### config.mk
export PLATFORM = sky130hd
export DESIGN_NAME = capture_compare_timer
export DESIGN_NICKNAME = d
export VERILOG_FILES = /design/src/rtl/tmr_pkg.sv /design/src/rtl/tmr_divider.sv /design/src/rtl/tmr_capture.sv /design/src/rtl/tmr_wave.sv /design/src/rtl/capture_compare_timer.sv
export SDC_FILE = /design/constraint.sdc
export NUM_CORES = 1
export LEC_CHECK = 0
export BUFFER_PORTS_ARGS = -buffer_cell sky130_fd_sc_hd__buf_2
export CAP_MARGIN = 40
export CORE_ASPECT_RATIO = 0.75
export CORE_MARGIN = 4
export CORE_UTILIZATION = 40
export CTS_BUF_LIST = sky130_fd_sc_hd__clkbuf_2
export CTS_CLUSTER_SIZE = 14
export DETAILED_ROUTE_END_ITERATION = 7
export GPL_TIMING_DRIVEN = 0
export PLACE_DENSITY = 0.53
export SLEW_MARGIN = 20
export SYNTH_ARGS = -nofsm -noshare
export SYNTH_HDL_FRONTEND = slang
export SYNTH_SLANG_ARGS = --single-unit
### constraint.sdc
create_clock -name clk -period 5.6 [get_ports clk]
set_input_delay 0 -clock clk [delete_from_list [all_inputs] [get_ports clk]]
set_output_delay 0 -clock clk [all_outputs]
set_load 0.02 [all_outputs]
### src/rtl/tmr_pkg.sv
package tmr_pkg;
  localparam int ADDR_W = 3;
  localparam int CTRL_W = 14;
  localparam int DIV_SEL_W = 3;

  typedef enum logic [ADDR_W-1:0] {
    REG_CTRL   = 3'd0,
    REG_COUNT  = 3'd1,
    REG_RELOAD = 3'd2,
    REG_TRIG   = 3'd3,
    REG_MATCH  = 3'd4,
    REG_CAP1   = 3'd5,
    REG_CAP2   = 3'd6
  } reg_addr_e;

  // control bit positions
  localparam int B_RUN     = 0;
  localparam int B_AUTO    = 1;
  localparam int B_DIV_LO  = 2;
  localparam int B_DIV_EN  = 5;
  localparam int B_CMP_EN  = 6;
  localparam int B_DEF_LVL = 7;
  localparam int B_EDGE_LO = 8;
  localparam int B_TRG_LO  = 10;
  localparam int B_TOGGLE  = 12;
  localparam int B_TWO_CAP = 13;

  typedef enum logic [1:0] {
    EDGE_OFF  = 2'd0,
    EDGE_RISE = 2'd1,
    EDGE_FALL = 2'd2,
    EDGE_ANY  = 2'd3
  } cap_edge_e;

  typedef enum logic [1:0] {
    TRG_NONE    = 2'd0,
    TRG_OVF     = 2'd1,
    TRG_OVF_CMP = 2'd2,
    TRG_RSVD    = 2'd3
  } wave_trig_e;
endpackage

### src/rtl/tmr_divider.sv
module tmr_divider
  import tmr_pkg::*;
#(
  parameter int SEL_W = DIV_SEL_W
) (
  input  logic             clk,
  input  logic             rst,
  input  logic             run,
  input  logic             div_en,
  input  logic [SEL_W-1:0] div_sel,
  output logic             tick
);
  localparam int DIV_W = (1 << SEL_W) + 1;

  logic [DIV_W-1:0] div_cnt;
  logic [DIV_W-1:0] div_last;

  assign div_last = (DIV_W'(2) << div_sel) - DIV_W'(1);
  assign tick     = run && (!div_en || (div_cnt >= div_last));

  always_ff @(posedge clk) begin
    if (rst || !run || !div_en) begin
      div_cnt <= '0;
    end else if (tick) begin
      div_cnt <= '0;
    end else begin
      div_cnt <= div_cnt + DIV_W'(1);
    end
  end
endmodule

### src/rtl/tmr_capture.sv
module tmr_capture
  import tmr_pkg::*;
#(
  parameter int CNT_W  = 32,
  parameter int SYNC_N = 2
) (
  input  logic             clk,
  input  logic             rst,
  input  logic             evt_in,
  input  cap_edge_e        edge_sel,
  input  logic             two_stage,
  input  logic             rearm,
  input  logic [CNT_W-1:0] cnt,
  output logic [CNT_W-1:0] cap1,
  output logic [CNT_W-1:0] cap2,
  output logic             cap_evt
);
  logic [SYNC_N-1:0] sync_q;
  logic              prev_q;
  logic              rise, fall, hit;
  logic [1:0]        taken;

  assign rise = sync_q[SYNC_N-1] & ~prev_q;
  assign fall = ~sync_q[SYNC_N-1] & prev_q;

  always_comb begin
    unique case (edge_sel)
      EDGE_RISE: hit = rise;
      EDGE_FALL: hit = fall;
      EDGE_ANY:  hit = rise | fall;
      default:   hit = 1'b0;
    endcase
  end

  always_ff @(posedge clk) begin
    if (rst) begin
      sync_q  <= '0;
      prev_q  <= 1'b0;
      taken   <= 2'd0;
      cap1    <= '0;
      cap2    <= '0;
      cap_evt <= 1'b0;
    end else begin
      sync_q  <= {sync_q[SYNC_N-2:0], evt_in};
      prev_q  <= sync_q[SYNC_N-1];
      cap_evt <= 1'b0;
      if (rearm) begin
        taken <= 2'd0;
      end else if (hit) begin
        if (taken == 2'd0) begin
          cap1    <= cnt;
          taken   <= 2'd1;
          cap_evt <= 1'b1;
        end else if (taken == 2'd1 && two_stage) begin
          cap2    <= cnt;
          taken   <= 2'd2;
          cap_evt <= 1'b1;
        end
      end
    end
  end
endmodule

### src/rtl/tmr_wave.sv
module tmr_wave
  import tmr_pkg::*;
(
  input  logic       clk,
  input  logic       rst,
  input  logic       run,
  input  logic       ovf_evt,
  input  logic       cmp_evt,
  input  wave_trig_e trig_sel,
  input  logic       toggle_mode,
  input  logic       def_lvl,
  output logic       wave_q
);
  logic fire;

  always_comb begin
    unique case (trig_sel)
      TRG_OVF:     fire = ovf_evt;
      TRG_OVF_CMP: fire = ovf_evt | cmp_evt;
      default:     fire = 1'b0;
    endcase
  end

  always_ff @(posedge clk) begin
    if (rst) begin
      wave_q <= 1'b0;
    end else if (fire) begin
      wave_q <= toggle_mode ? ~wave_q : ~def_lvl;
    end else if (!run || !toggle_mode) begin
      wave_q <= def_lvl;
    end
  end
endmodule

### src/rtl/capture_compare_timer.sv
module capture_compare_timer
  import tmr_pkg::*;
#(
  parameter int CNT_W  = 32,
  parameter int SYNC_N = 2
) (
  input  logic              clk,
  input  logic              rst,
  input  logic              wr_en,
  input  logic [ADDR_W-1:0] wr_addr,
  input  logic [CNT_W-1:0]  wr_data,
  input  logic [ADDR_W-1:0] rd_addr,
  output logic [CNT_W-1:0]  rd_data,
  input  logic              evt_in,
  output logic              pwm_out,
  output logic [2:0]        raw_evt
);
  logic [CTRL_W-1:0] ctrl_q;
  logic [CNT_W-1:0]  cnt_q, reload_q, match_q, cnt_nxt;
  logic [CNT_W-1:0]  cap1, cap2;
  logic [1:0]        evt_q;
  logic              cap_evt, tick;
  logic              wr_ctrl, wr_count, wr_trig, advance, at_top, ovf_nxt, cmp_nxt;

  assign wr_ctrl  = wr_en && (wr_addr == REG_CTRL);
  assign wr_count = wr_en && (wr_addr == REG_COUNT);
  assign wr_trig  = wr_en && (wr_addr == REG_TRIG);

  tmr_divider #(.SEL_W(DIV_SEL_W)) div_i (
    .clk    (clk),
    .rst    (rst),
    .run    (ctrl_q[B_RUN]),
    .div_en (ctrl_q[B_DIV_EN]),
    .div_sel(ctrl_q[B_DIV_LO +: DIV_SEL_W]),
    .tick   (tick)
  );

  assign at_top  = &cnt_q;
  assign advance = tick && !wr_count && !wr_trig;
  assign ovf_nxt = advance && at_top;

  always_comb begin
    if (wr_count)      cnt_nxt = wr_data;
    else if (wr_trig)  cnt_nxt = reload_q;
    else if (advance)  cnt_nxt = at_top ? (ctrl_q[B_AUTO] ? reload_q : '0)
                                        : cnt_q + CNT_W'(1);
    else               cnt_nxt = cnt_q;
  end

  assign cmp_nxt = ctrl_q[B_CMP_EN] && advance && (cnt_nxt == match_q);

  always_ff @(posedge clk) begin
    if (rst) begin
      ctrl_q   <= '0;
      cnt_q    <= '0;
      reload_q <= '0;
      match_q  <= '0;
      evt_q    <= '0;
    end else begin
      cnt_q <= cnt_nxt;
      evt_q <= {ovf_nxt, cmp_nxt};
      if (wr_ctrl) begin
        ctrl_q <= wr_data[CTRL_W-1:0];
      end else if (ovf_nxt && !ctrl_q[B_AUTO]) begin
        ctrl_q[B_RUN] <= 1'b0;
      end
      if (wr_en && wr_addr == REG_RELOAD) reload_q <= wr_data;
      if (wr_en && wr_addr == REG_MATCH)  match_q  <= wr_data;
    end
  end

  tmr_capture #(.CNT_W(CNT_W), .SYNC_N(SYNC_N)) cap_i (
    .clk      (clk),
    .rst      (rst),
    .evt_in   (evt_in),
    .edge_sel (cap_edge_e'(ctrl_q[B_EDGE_LO +: 2])),
    .two_stage(ctrl_q[B_TWO_CAP]),
    .rearm    (wr_ctrl),
    .cnt      (cnt_q),
    .cap1     (cap1),
    .cap2     (cap2),
    .cap_evt  (cap_evt)
  );

  tmr_wave wave_i (
    .clk        (clk),
    .rst        (rst),
    .run        (ctrl_q[B_RUN]),
    .ovf_evt    (ovf_nxt),
    .cmp_evt    (cmp_nxt),
    .trig_sel   (wave_trig_e'(ctrl_q[B_TRG_LO +: 2])),
    .toggle_mode(ctrl_q[B_TOGGLE]),
    .def_lvl    (ctrl_q[B_DEF_LVL]),
    .wave_q     (pwm_out)
  );

  assign raw_evt = {cap_evt, evt_q};

  always_ff @(posedge clk) begin
    if (rst) begin
      rd_data <= '0;
    end else begin
      case (reg_addr_e'(rd_addr))
        REG_CTRL:   rd_data <= CNT_W'(ctrl_q);
        REG_COUNT:  rd_data <= cnt_q;
        REG_RELOAD: rd_data <= reload_q;
        REG_MATCH:  rd_data <= match_q;
        REG_CAP1:   rd_data <= cap1;
        REG_CAP2:   rd_data <= cap2;
        default:    rd_data <= '0;
      endcase
    end
  end
endmodule

==> out/metrics.yaml <==
run_status: "complete, no violations"
area_growth_pct: 19.1
wl_per_cell_um: 27.0
num_io_pins: 78
clkPwrFrac: 0.351
leakage_nw: 5.18
final_layout_size_suffix_gt1_frac: 0.127
cp_max_fo: 10
regToRegSetupSlack_ns: 0.10
hold_end: "cnt_q[6]"
start_kind: "register"
row_count: 54
min_from: "wr_data[6]"
routabilityCongestion: 1.03
dr.first_iter.drc_count: 1790
combPwrFrac: 0.142
fp.dieH_um: 158
drt-total-wl_mm: 60.4
arrival_ns: 6.33
async_flop_share: 0
start_util: 0.411
postLayoutCellArea_sq_mm: 0.0144
min_period_ns: 5.50
clockBufferDepth: 3
grt_pass1_vias: 12500
ys.warnings.count: 0
hold_path.class: "input port to register"
whs_ns: 0.0826
h-tree-depth: 2
timing.final.crit_share: 0.981
powerDensity_mw_per_mm2: 227
drc_errors: 0
nets: 1868
fin_skew_ns: 0.101
grt_overflow: 0
clk_pin_slew_worst_paths_ns: 0.12
max_cap_viol_count: 0
antenna_found_initial: 2
drv_slew: 0
criticalPathCategory: "register to register"
grt_pass1_wl_mm: 86.7
swShare: 0.325
fin_util: 0.489
firstDrtPassIters: 6
post_cts_buffers: 0
netlist_area_sq_mm: 0.0121
cts.sinks: 224
finalSetupViolCount: 0
vias: 13600
slew_headroom: 0.367
syn_inst: 1586
ff_latch_area_sq_mm: 0.00448
synth-main-ff-cell: "dfxtp_1"
synth-edff-count: 0
avgSynthCellArea_sq_um: 7.61
power_switching_w: 0.00106
min_delay_path_depth: 5
tightest_slew_ns: 0.950
core_area_sq_mm: 0.0294
ys_seq_area_frac: 0.372
r2r-end: "wave_i.wave_q"
synth_fp_nets: 1642
rsz0062_at_grt: "false"
r2r_start: "ctrl_q[4]"
track_usage: 0.355
clock_latency_ns: 0.98
viasPerCell: 6.04
timing.fmax_ghz: 0.182
p_int_w: 0.00220
die_w_um: 209
synth_cell_types: 84
grt_max_degree: 14
finalHoldViolations: 0
ys_ff_latch: 224
tns_ns: 0
multiInputGateArea_sq_mm: 0.00697
ctsRootBufferMaster: "clkbuf_2"
worstRegToRegCells: 16
dieArea_sq_mm: 0.0330
setup.worst_path.end_class: "register"
pwr-share-seq: 0.508
place_hpwl_mm: 44.7
fill_cells: 3056
postPlaceCellArea_sq_mm: 0.0130
vdd_drop_max_mv: 0.140
io_buffers: 74
required_ns: 6.43
cts_buffers: 56
cts_tree: "built"
antenna_left: 0
[layout by cell type, fill, tap and decap left out, types with 14 or more instances in the layout]
| cell type | Yosys | layout |
|---|---|---|
| nor2_1 | 113 | 113 |
| a21oi_1 | 220 | 220 |
| nor3_1 | 28 | 27 |
| ha_1 | 14 | 14 |
| a22oi_1 | 23 | 23 |
| dlygate4sd3_1 | 0 | 80 |
| nor2b_1 | 17 | 17 |
| nand4_1 | 22 | 22 |
| o21ai_0 | 25 | 25 |
| mux2i_1 | 69 | 69 |
| a211oi_1 | 18 | 18 |
| buf_2 | 19 | 95 |
| clkbuf_1 | 104 | 102 |
| dfxtp_1 | 224 | 224 |
| inv_1 | 17 | 17 |
| and3_1 | 15 | 15 |
| xnor2_1 | 16 | 16 |
| clkbuf_2 | 2 | 84 |
| nand3_1 | 38 | 38 |
| nand2_1 | 370 | 370 |
[registers in the layout (all words and copies together) (netlist names)]
register,count
cap_i.cap1,32
cap_i.cap2,32
cnt_q,32
match_q,32
rd_data,32
reload_q,32
ctrl_q,14
div_i.div_cnt,9
cap_i.sync_q,2
cap_i.taken,2
evt_q,2
cap_i.cap_evt,1
cap_i.prev_q,1
wave_i.wave_q,1
[timing repair]
| item | CTS | global route |
|---|---|---|
| gates resized for setup | 0 | 5 |
| setup endpoints to repair | 0 | 2 |
| hold endpoints to repair | 130 | 0 |
| hold buffers | 80 | 0 |
[critical path: stages (launching register included)]
cell,delay [ns]
dfxtp_1,0.33
clkbuf_1,0.49
o21ai_0,0.21
ha_1,0.32
nand4_1,0.11
a211oi_1,0.27
and2_1,0.21
buf_2,0.35
buf_1,0.69
o221ai_1,0.24
o2bb2ai_1,0.19
xnor2_1,0.26
nor4_1,0.56
nand4_1,0.23
nor4_2,0.44
nor3_1,0.13
a2111oi_2,0.33
[power groups by stage]
stage / sequential (W) / clock [W] / combinational [W]
global route: 0.00166 / 0.00124 / 0.000480
CTS: 0.00165 / 0.00116 / 0.000440
floorplan: 0.00167 / 0 / 0.000226
detailed placement: 0.00169 / 0 / 0.000393
finish: 0.00165 / 0.00114 / 0.000462
global placement: 0.00169 / 0 / 0.000389
[Yosys cell counts (all sizes together), types with 3 or more instances]
cell,count,share of area
a2111oi,6,0.0049
and4,13,0.0094
o21a,8,0.0050
nand3b,3,0.0019
o211ai,7,0.0044
o21ai,29,0.012
nor3,28,0.012
a211o,4,0.0029
o41ai,6,0.0044
nand3,38,0.016
a22oi,23,0.014
a222oi,4,0.0033
buf,30,0.013
nor4b,6,0.0049
nand4b,4,0.0029
o2111ai,10,0.0073
xnor2,16,0.012
a41oi,3,0.0022
or2,4,0.0021
mux2,7,0.0065
a221oi,6,0.0049
dfxtp,224,0.37
nand2b,7,0.0036
and2,10,0.0052
mux4,4,0.0075
nand2,370,0.12
ha,14,0.015
nor2b,17,0.0088
o2111a,3,0.0028
clkbuf,106,0.033
nor2,113,0.035
a31oi,6,0.0031
a21oi,220,0.091
nor4,20,0.014
a211oi,18,0.011
inv,17,0.0053
nand4,27,0.018
and3,15,0.0078
a311oi,3,0.0022
nor3b,6,0.0037
mux2i,69,0.057
o31ai,5,0.0031
or3,5,0.0026
xor2,11,0.0080
[logic make-up (layout without fill, tap and decap cells)]
kind of cell	count (synthesis)	after routing	share of synthesized area
adders and majority gates	14	14	0.0145
other	1	3	0.000311
DFF	224	224	0.372
buffers and inverters	154	416	0.0519
xor gates and xnor gates	27	27	0.0196
and+or+nand+nor	691	691	0.266
AOI/OAI and AO/OA	395	395	0.204
muxes	80	80	0.0712
[worst max path at each step]
stage                    from            end  slack (ns)
global route        ctrl_q[4]  wave_i.wave_q       0.003
global placement    ctrl_q[4]  wave_i.wave_q        0.06
detailed placement  ctrl_q[4]  wave_i.wave_q        0.10
floorplan           ctrl_q[4]  wave_i.wave_q        2.00
finish              ctrl_q[4]  wave_i.wave_q        0.10
CTS                 ctrl_q[4]  wave_i.wave_q        0.05
[through the flow]
step                instances  total power, W  setup slack, ns
detailed placement       2062         0.00208            0.101
CTS                      2236         0.00325           0.0539
global placement         2052         0.00208           0.0555
finish                   2242         0.00326            0.105
global route             2241         0.00338          0.00335
floorplan                1586         0.00190             2.00
[area by class of cell]
| type | instances | share of cell area |
|---|---|---|
| Tap cell | 392 | 0.0341 |
| Inverter | 18 | 0.00470 |
| Buffer | 136 | 0.0393 |
| Multi-Input combinational cell | 1208 | 0.485 |
| Antenna cell | 2 | 0.000348 |
| Timing Repair Buffer | 168 | 0.0910 |
| Clock buffer | 79 | 0.0275 |
| Clock inverter | 15 | 0.00592 |
| Sequential cell | 224 | 0.312 |
[metal layers]
| metal | vias up | GRT usage | routed length, um |
|---|---|---|---|
| met5 | - | 0 | 0 |
| met4 | 0 | 0.0944 | 1420 |
| met3 | 109 | 0.124 | 8010 |
| met2 | 866 | 0.487 | 23100 |
| met1 | 6476 | 0.526 | 27900 |
| li1 | 6100 | - | - |
Power figures use the tool's default switching activity.
